[src/rtl/ipr_pkg.sv]
package ipr_pkg;

    localparam int unsigned PRIO_W    = 8;
    localparam int unsigned SRC_W     = 24;
    localparam int unsigned XIRR_W    = PRIO_W + SRC_W;
    localparam int unsigned NUM_LANES = 2;
    localparam int unsigned LANE_OP   = 0;
    localparam int unsigned LANE_REQ  = 1;
    localparam logic [PRIO_W-1:0] PRIO_NONE = '1;

    typedef enum logic [2:0] {
        OP_POLL     = 3'd0,
        OP_ACCEPT   = 3'd1,
        OP_SET_MFRR = 3'd2,
        OP_SET_CPPR = 3'd3,
        OP_EOI      = 3'd4
    } ipr_op_e;

    typedef struct packed {
        logic [PRIO_W-1:0] cppr;   // processor priority
        logic [SRC_W-1:0]  xisr;   // pending source, 0 = none
        logic [PRIO_W-1:0] pend;   // pending priority
        logic              owned;  // pending belongs to a source controller
        logic [PRIO_W-1:0] mfrr;   // inter-processor request level
        logic              line;   // interrupt line
    } ipr_state_t;

    typedef struct packed {
        logic             valid;
        logic [SRC_W-1:0] src;
    } ipr_pulse_t;

    localparam ipr_state_t STATE_RESET = '{
        cppr:  '0,
        xisr:  '0,
        pend:  PRIO_NONE,
        owned: 1'b0,
        mfrr:  PRIO_NONE,
        line:  1'b0
    };

    function automatic logic more_urgent(input logic [PRIO_W-1:0] a,
                                         input logic [PRIO_W-1:0] b);
        return a < b;
    endfunction

    function automatic logic [XIRR_W-1:0] status_word(input ipr_state_t s);
        return {s.cppr, s.xisr};
    endfunction

endpackage

[src/rtl/ipr_op_stage.sv]
module ipr_op_stage
    import ipr_pkg::*;
#(
    parameter int unsigned IPI_SRC = 2
) (
    input  ipr_state_t         cur,
    input  logic               op_valid,
    input  logic [2:0]         op_code,
    input  logic [XIRR_W-1:0]  op_data,
    output ipr_state_t         nxt,
    output ipr_pulse_t         bounce,
    output ipr_pulse_t         eoi,
    output logic               resend,
    output logic               rd_take
);

    localparam logic [SRC_W-1:0] IPI_NUM = SRC_W'(IPI_SRC);

    logic              do_resend;
    logic              do_ipi;
    logic [PRIO_W-1:0] wr_prio;

    assign wr_prio = op_data[PRIO_W-1:0];

    always_comb begin
        nxt       = cur;
        bounce    = '0;
        eoi       = '0;
        resend    = 1'b0;
        rd_take   = 1'b0;
        do_resend = 1'b0;
        do_ipi    = 1'b0;

        if (op_valid) begin
            case (op_code)
                OP_POLL: begin
                    rd_take = 1'b1;
                end
                OP_ACCEPT: begin
                    rd_take   = 1'b1;
                    nxt.cppr  = cur.pend;
                    nxt.xisr  = '0;
                    nxt.pend  = PRIO_NONE;
                    nxt.owned = 1'b0;
                    nxt.line  = 1'b0;
                end
                OP_SET_MFRR: begin
                    nxt.mfrr = wr_prio;
                    do_ipi   = more_urgent(wr_prio, cur.cppr);
                end
                OP_SET_CPPR: begin
                    nxt.cppr = wr_prio;
                    if (more_urgent(wr_prio, cur.cppr)) begin
                        if ((cur.xisr != '0) && (wr_prio <= cur.pend)) begin
                            nxt.xisr  = '0;
                            nxt.pend  = PRIO_NONE;
                            nxt.owned = 1'b0;
                            nxt.line  = 1'b0;
                            if (cur.owned) begin
                                bounce.valid = 1'b1;
                                bounce.src   = cur.xisr;
                            end
                        end
                    end else if (cur.xisr == '0) begin
                        do_resend = 1'b1;
                    end
                end
                OP_EOI: begin
                    nxt.cppr  = op_data[XIRR_W-1:SRC_W];
                    eoi.valid = 1'b1;
                    eoi.src   = op_data[SRC_W-1:0];
                    if (cur.xisr == '0) begin
                        do_resend = 1'b1;
                    end
                end
                default: begin
                end
            endcase
        end

        if (do_resend) begin
            resend = 1'b1;
            do_ipi = more_urgent(nxt.mfrr, nxt.cppr);
        end

        if (do_ipi && !((nxt.xisr != '0) && (nxt.pend <= nxt.mfrr))) begin
            if ((nxt.xisr != '0) && nxt.owned) begin
                bounce.valid = 1'b1;
                bounce.src   = nxt.xisr;
            end
            nxt.xisr  = IPI_NUM;
            nxt.pend  = nxt.mfrr;
            nxt.owned = 1'b0;
            nxt.line  = 1'b1;
        end
    end

endmodule

[src/rtl/ipr_req_stage.sv]
module ipr_req_stage
    import ipr_pkg::*;
(
    input  ipr_state_t         cur,
    input  logic               req_valid,
    input  logic [SRC_W-1:0]   req_src,
    input  logic [PRIO_W-1:0]  req_prio,
    output ipr_state_t         nxt,
    output ipr_pulse_t         bounce
);

    logic refuse;

    assign refuse = !more_urgent(req_prio, cur.cppr)
                 || ((cur.xisr != '0) && (cur.pend <= req_prio));

    always_comb begin
        nxt    = cur;
        bounce = '0;
        if (req_valid && (req_src != '0)) begin
            if (refuse) begin
                bounce.valid = 1'b1;
                bounce.src   = req_src;
            end else begin
                if ((cur.xisr != '0) && cur.owned) begin
                    bounce.valid = 1'b1;
                    bounce.src   = cur.xisr;
                end
                nxt.xisr  = req_src;
                nxt.pend  = req_prio;
                nxt.owned = 1'b1;
                nxt.line  = 1'b1;
            end
        end
    end

endmodule

[src/rtl/irq_presenter.sv]
module irq_presenter
    import ipr_pkg::*;
#(
    parameter int unsigned IPI_SRC = 2
) (
    input  logic                       clk,
    input  logic                       rst,
    input  logic                       req_valid,
    input  logic [SRC_W-1:0]           req_src,
    input  logic [PRIO_W-1:0]          req_prio,
    input  logic                       op_valid,
    input  logic [2:0]                 op_code,
    input  logic [XIRR_W-1:0]          op_data,
    output logic                       rd_valid,
    output logic [XIRR_W-1:0]          rd_xirr,
    output logic [PRIO_W-1:0]          rd_mfrr,
    output logic                       irq_out,
    output logic [NUM_LANES-1:0]       rej_valid,
    output logic [NUM_LANES*SRC_W-1:0] rej_src,
    output logic                       eoi_valid,
    output logic [SRC_W-1:0]           eoi_src,
    output logic                       resend_req
);

    ipr_state_t st_q;
    ipr_state_t st_op;
    ipr_state_t st_req;
    ipr_pulse_t lane_pulse [NUM_LANES];
    ipr_pulse_t eoi_pulse;
    logic       resend_pulse;
    logic       rd_take;

    logic [SRC_W-1:0]  cur_xisr;
    logic [PRIO_W-1:0] cur_cppr;

    assign cur_xisr = st_q.xisr;
    assign cur_cppr = st_q.cppr;

    ipr_op_stage #(
        .IPI_SRC (IPI_SRC)
    ) u_op (
        .cur      (st_q),
        .op_valid (op_valid),
        .op_code  (op_code),
        .op_data  (op_data),
        .nxt      (st_op),
        .bounce   (lane_pulse[LANE_OP]),
        .eoi      (eoi_pulse),
        .resend   (resend_pulse),
        .rd_take  (rd_take)
    );

    ipr_req_stage u_req (
        .cur       (st_op),
        .req_valid (req_valid),
        .req_src   (req_src),
        .req_prio  (req_prio),
        .nxt       (st_req),
        .bounce    (lane_pulse[LANE_REQ])
    );

    always_ff @(posedge clk) begin
        if (rst) begin
            st_q       <= STATE_RESET;
            rd_valid   <= 1'b0;
            rd_xirr    <= '0;
            rd_mfrr    <= '0;
            eoi_valid  <= 1'b0;
            eoi_src    <= '0;
            resend_req <= 1'b0;
        end else begin
            st_q       <= st_req;
            rd_valid   <= rd_take;
            eoi_valid  <= eoi_pulse.valid;
            eoi_src    <= eoi_pulse.src;
            resend_req <= resend_pulse;
            if (rd_take) begin
                rd_xirr <= status_word(st_q);
                rd_mfrr <= st_q.mfrr;
            end
        end
    end

    for (genvar l = 0; l < NUM_LANES; l++) begin : g_lane
        ipr_pulse_t lane_q;
        always_ff @(posedge clk) begin
            if (rst) begin
                lane_q <= '0;
            end else begin
                lane_q <= lane_pulse[l];
            end
        end
        assign rej_valid[l]                 = lane_q.valid;
        assign rej_src[l*SRC_W +: SRC_W]    = lane_q.src;
    end

    assign irq_out = st_q.line;

endmodule

[config.mk]
export PLATFORM = sky130hd
export DESIGN_NAME = irq_presenter
export DESIGN_NICKNAME = d
export VERILOG_FILES = /design/src/rtl/ipr_pkg.sv /design/src/rtl/ipr_op_stage.sv /design/src/rtl/ipr_req_stage.sv /design/src/rtl/irq_presenter.sv
export SDC_FILE = /design/constraint.sdc
export NUM_CORES = 1
export LEC_CHECK = 0
export CAP_MARGIN = 20
export CELL_PAD_IN_SITES_DETAIL_PLACEMENT = 2
export CELL_PAD_IN_SITES_GLOBAL_PLACEMENT = 2
export CORE_MARGIN = 2
export CORE_UTILIZATION = 29
export DETAILED_ROUTE_END_ITERATION = 6
export PLACE_DENSITY = 0.84
export SLEW_MARGIN = 10
export SYNTH_ARGS = -nofsm -noshare
export SYNTH_HDL_FRONTEND = slang
export SYNTH_SLANG_ARGS = --single-unit
[constraint.sdc]
create_clock -name clk -period 8.2 [get_ports clk]
set_clock_uncertainty 0.1 [all_clocks]
set_input_delay 0.82 -clock clk [delete_from_list [all_inputs] [get_ports clk]]
set_output_delay 0.82 -clock clk [all_outputs]
set_load 0.05 [all_outputs]
### Word-level counts from Yosys, hierarchy flattened

Cells that the tools add are included.

* register bits after elaboration: 167

* magnitude comparators: 6
* equality and inequality tests: 4
* mux-type cells: 35
* bitwise operators: 3
* reductions and logical operators: 20

Operators by type and width (count)
* $mux W25: 10
* $mux W33: 5
* $reduce_bool A24 Y1: 4
* $pmux W33 S2: 1
* $mux W50: 1
* $le A8 B8 Y1: 3
* $logic_not A24 Y1: 1
* $lt A8 B8 Y1: 3
* $pmux W8 S3: 1
* $mux W1: 14
* $mux W8: 1
* $logic_and A1 B1 Y1: 7
* $eq A3 B2 Y1 const B: 2
* $reduce_or A2 Y1: 3
* $pmux W1 S2: 2
* $eq A3 B1 Y1 const B: 1
* $eq A3 B3 Y1 const B: 1
* $logic_not A3 Y1: 1
* $not A1 Y1: 3
* $reduce_or A3 Y1: 1
* $logic_not A1 Y1: 2
* $logic_or A1 B1 Y1: 1

### Logic depth before layout (Yosys ltp)

* word-level depth: 16
* depth in mapped cells: 29
* mapped depth without buffers: 26

### Cells and area by module

A second synthesis with hierarchy kept.

* cells, all modules: 930
* area total of the unflattened synthesis: 8909.8 µm²

Modules (own cells, without submodules)
* irq_presenter: instances 1, cells an instance 397, area an instance 4823.4 µm²
* ipr_req_stage: instances 1, cells an instance 252, area an instance 2090.8 µm²
* ipr_op_stage: instances 1, cells an instance 281, area an instance 1995.7 µm²

### Least setup slack after synthesis

Ideal clock, no wire load.

* path kind: input to register
* start: input port op_data[2]
* end: register st_q, in the netlist cur_xisr[10]
* arrival time: 5.850 ns
* data required time: 7.983 ns
* slack: 2.133 ns
* stages: 28
* path buffers: 4
* path through: ha_1 -> a211oi_1 -> o21ai_1 -> a21oi_1 -> nor4b_2 -> a21oi_1 -> clkbuf_1 -> nand2_1 -> ha_1 -> nor2b_1 -> o21bai_1 -> a31oi_1 -> o31a_1 -> o32ai_1 -> clkbuf_1 -> nor2_1 -> nor2_1 -> ha_1 -> nor2b_1 -> o21bai_1 -> a31oi_1 -> o31a_1 -> nand2_1 -> and2_1 -> buf_4 -> nor3_4 -> buf_6 -> a22o_1

* word-level cells in the longest chain between the ends: 16
* elaborated cells on any way between the ends: 30
* those cells by class: order compare: 6; mux: 15; reduce/logical: 9

RTL lines
* start, declared: RTL line irq_presenter.sv:13 `input logic [XIRR_W-1:0] op_data,`
* $le A8 B8 Y1: RTL line ipr_op_stage.sv:54 `if ((cur.xisr != '0) && (wr_prio <= cur.pend)) begin`
* $logic_and A1 B1 Y1: RTL line ipr_op_stage.sv:54
* $mux W33: RTL line ipr_op_stage.sv:54
* $mux W33: RTL line ipr_op_stage.sv:53 `if (more_urgent(wr_prio, cur.cppr)) begin`
* $pmux W33 S2: RTL line ipr_op_stage.sv:35 `case (op_code)`
* $mux W50: RTL line ipr_op_stage.sv:34 `if (op_valid) begin`
* $le A8 B8 Y1 or $reduce_bool A24 Y1 (tied branches): RTL line ipr_op_stage.sv:86 `if (do_ipi && !((nxt.xisr != '0) && (nxt.pend <= nxt.mfrr))) begin`
* $logic_and A1 B1 Y1: RTL line ipr_op_stage.sv:86
* $logic_not A1 Y1: RTL line ipr_op_stage.sv:86
* $logic_and A1 B1 Y1: RTL line ipr_op_stage.sv:86
* $mux W33: RTL line ipr_op_stage.sv:86
* $le A8 B8 Y1 or $reduce_bool A24 Y1 (tied branches): RTL line ipr_req_stage.sv:15 `|| ((cur.xisr != '0) && (cur.pend <= req_prio));`
* $logic_and A1 B1 Y1: RTL line ipr_req_stage.sv:15
* $logic_or A1 B1 Y1: RTL line ipr_req_stage.sv:15
* $mux W33: RTL line ipr_req_stage.sv:21 `if (refuse) begin`
* $mux W33 *: RTL line ipr_req_stage.sv:20 `if (req_valid && (req_src != '0)) begin`
* end signal, assigned: RTL line irq_presenter.sv:72 `st_q <= st_req;`
* end, declared: RTL line irq_presenter.sv:25 `ipr_state_t st_q;`

Mark *: on every way between the ends. The rest lies on a longest branch, timed or not.
A chain may end at the register's enable or synchronous reset.

### Worst setup path in the final report

* start: input port op_data[2]
* end: register st_q, in the netlist cur_xisr[22]

The elaborated chain is that of the path after synthesis.

==> qor.yml <==
p_leak_uw: 0.00377
dr.pass1.iters: 4
initial_core_util_pct: 29.3
vias: 6509
path_clk_slew_ps: 80
slew_violations: 0
syn2layout_area_growth_pct: 40.3
muxShareOfSynthArea_pct: 1.31
hpwl_um: 19600
combPwrFrac_pct: 20.1
synth_compound_area_share_pct: 17.7
seq_area_frac_synth_pct: 47.3
setup_viol: 0
synth.top_cell.area_share_pct: 47.3
synth_top_family_by_area: "simple AND/OR/NAND/NOR gates"
post_cts_resized: 0
min_period_over_period_pct: 92.4
final_nets: 1073
grt_pass1_vias: 7133
synth-simple-area-share_pct: 20.8
grt_usage_pct: 21.2
cp-end-kind: "register"
ys_seq_elements: 167
synth_area_um2: 7070
synth_area_leader_cell: "dfxtp_1"
portBuffers: 188
yosysUniqueCellTypes: 60
gp_congestion: 0.861
irDropWorstVdd_v: 0.000103
clock_latency_ps: 450
cts_buffer_depth: 2
drive_gt1_share_pct: 6.91
coreArea_um2: 24100
grt_pass1_wl_um: 42300
antenna_found_initial: 0
worst_pin_slew_ps: 986
p_sw_uw: 735
swShare_pct: 33.8
antennaDiodeCount: 0
cp.required_ps: 8490
fin_crit_ps: 7580
routedWlPerCell_um: 20.8
overflow: 0
synth_edf_count: 0
rsz0062_at_grt: "false"
clock-sinks: 167
worstPathMaxFanout: 23
post_cts_buffers: 0
ant_nets: 0
worstPathArrival_ps: 7860
ctsHoldBuffers: 0
route.detailed.drc: 0
share_seq_of_total_power_pct: 40.9
vias_per_cell: 5.03
die_x_um: 160
slowest_delay_ps: 750
placedCellCount: 1261
syn_area_per_cell_um2: 9.11
cpMaxStageDelayCell: "nor3_4"
synthXorXnorAreaFrac_pct: 0
worstSetupPathType: "input pin to register"
finalHoldViolCount: 0
hold_class: "register to register"
htree_levels: 4
grt_max_degree: 75
slew_headroom_pct: 34.1
cts_buffers: 17
syn_nets: 892
fin_cells: 1294
setup_tns_ps: 0
synthTopCellsByArea: "dfxtp_1 47%, ha_1 8.0%, nand2_1 5.3%"
fp.dieArea_um2: 25700
synthFlopType: "dfxtp_1"
wl_um: 26900
synth_commonest_cells: "167 x dfxtp_1, 99 x nand2_1, 82 x nor2_1"
maxCapViolCount: 0
rows: 57
fillers: 2638
yosysMostFrequentCell: "dfxtp_1"
cp-start-kind: "input pin"
status: "finished clean"
synthAdderAreaFrac_pct: 7.96
p_int_uw: 1440
cts_root_buf: "clkbuf_16"
syn_inst: 776
tritoncts: "done"
yosysWarnings: 0
die_h_um: 160
fmax_mhz: 132
async_flop_share_pct: 0
p_per_area_nw_per_um2: 219
drt_first_iter_violations: 288
clockPowerShare_pct: 39.0
ios: 189
per-stage QoR:
step                hold slack, ps  cell area [um^2]  total power, uW  setup slack (ps)  util [%]
global route                   387              9920             2270              49.5      41.2
CTS                            364              9890             2190               689      41.0
finish                         359              9920             2170               624      41.2
detailed placement             352              9260             1330               419      38.4
floorplan                      331              7070             1160              2130         -
global placement               343              9260             1320               724      38.4
worst max-delay path, delay by kind of cell:
family | cells | cell delay [ps]
compound gates | 11 | 3130
fa+ha+maj | 3 | 880
buf+inv | 3 | 1060
simple gates | 10 | 1950
kinds of logic after synthesis:
group	Yosys count
DFF	167
adders and majority gates	45
buffers and inverters	77
and+or+nand+nor	298
muxes	8
AOI/OAI and AO/OA	181
path summary, 6_finish.rpt:
| check | startpoint | endpoint | slack (ps) | cells after the start |
|---|---|---|---|---|
| min | rd_xirr[28]$_SDFFE_PP0P_ | rd_xirr[28]$_SDFFE_PP0P_ | 360 | 2 |
| min reg2reg | rd_xirr[28]$_SDFFE_PP0P_ | rd_xirr[28]$_SDFFE_PP0P_ | 360 | 2 |
| max reg2reg | cur_cppr[5]$_SDFF_PP0_ | cur_xisr[22]$_SDFF_PP0_ | 1090 | 27 |
| max | op_data[2] | cur_xisr[22]$_SDFF_PP0_ | 620 | 27 |
cell type report:
| cell class | instances | area (um^2) | area share [%] |
|---|---|---|---|
| Clock buffer | 17 | 425 | 4.29 |
| Clock inverter | 15 | 206 | 2.08 |
| Inverter | 35 | 131 | 1.32 |
| Multi-Input combinational cell | 532 | 3390 | 34.2 |
| Sequential cell | 167 | 3340 | 33.7 |
| Tap cell | 324 | 405 | 4.09 |
| Timing Repair Buffer | 204 | 2020 | 20.3 |
power by group through the flow:
| stage | logic, uW | clock network (uW) | registers, uW |
|---|---|---|---|
| finish | 436 | 848 | 889 |
| global route | 474 | 900 | 893 |
| CTS | 436 | 862 | 888 |
| detailed placement | 427 | 0 | 907 |
| global placement | 411 | 0 | 904 |
| floorplan | 214 | 0 | 950 |
registers in the layout (all words and copies together) (netlist names), 2 cells and up:
register and flops:
cur_cppr 8, cur_xisr 24, eoi_src 24, rd_mfrr 8
rd_xirr 32, rej_src 48, rej_valid 2, st_q 17
per-layer routing:
metal / share of wire, % / wire length, um / vias to the layer above / GRT usage, %
met1: 44 / 11800 / 3261 / 25.8
li1: - / - / 3047 / -
met4: 2.2 / 590 / 0 / 6.55
met3: 3.2 / 852 / 36 / 4.00
met2: 51 / 13700 / 165 / 37.9
met5: 0 / 0 / - / 0
cells in the final DEF (no fill, tap or decap), types with 2 or more instances in the layout:
cell type and instances:
clkdlybuf4s50_1 187, dfxtp_1 167, nand2_1 99, nor2_1 82, a21oi_1 74, and2_1 51, ha_1 45, inv_1 34
a22oi_1 30, a22o_1 23, clkbuf_16 17, buf_4 15, nor2b_1 12, nor4_1 12, o21ai_0 10, nand3_1 10
o31ai_1 8, nand2b_1 7, mux2i_1 7, a21o_1 5, clkinv_8 5, nand4_1 4, nor3_1 4, a211oi_1 4
inv_12 4, o211ai_1 3, a31oi_1 3, inv_8 3, inv_6 3, a2111oi_4 2, o21bai_1 2, o31a_1 2
o2111ai_1 2, nor3b_2 2, and3b_1 2, a21oi_2 2, and4_1 2
Note: power is estimated with default switching activity, not from simulation.
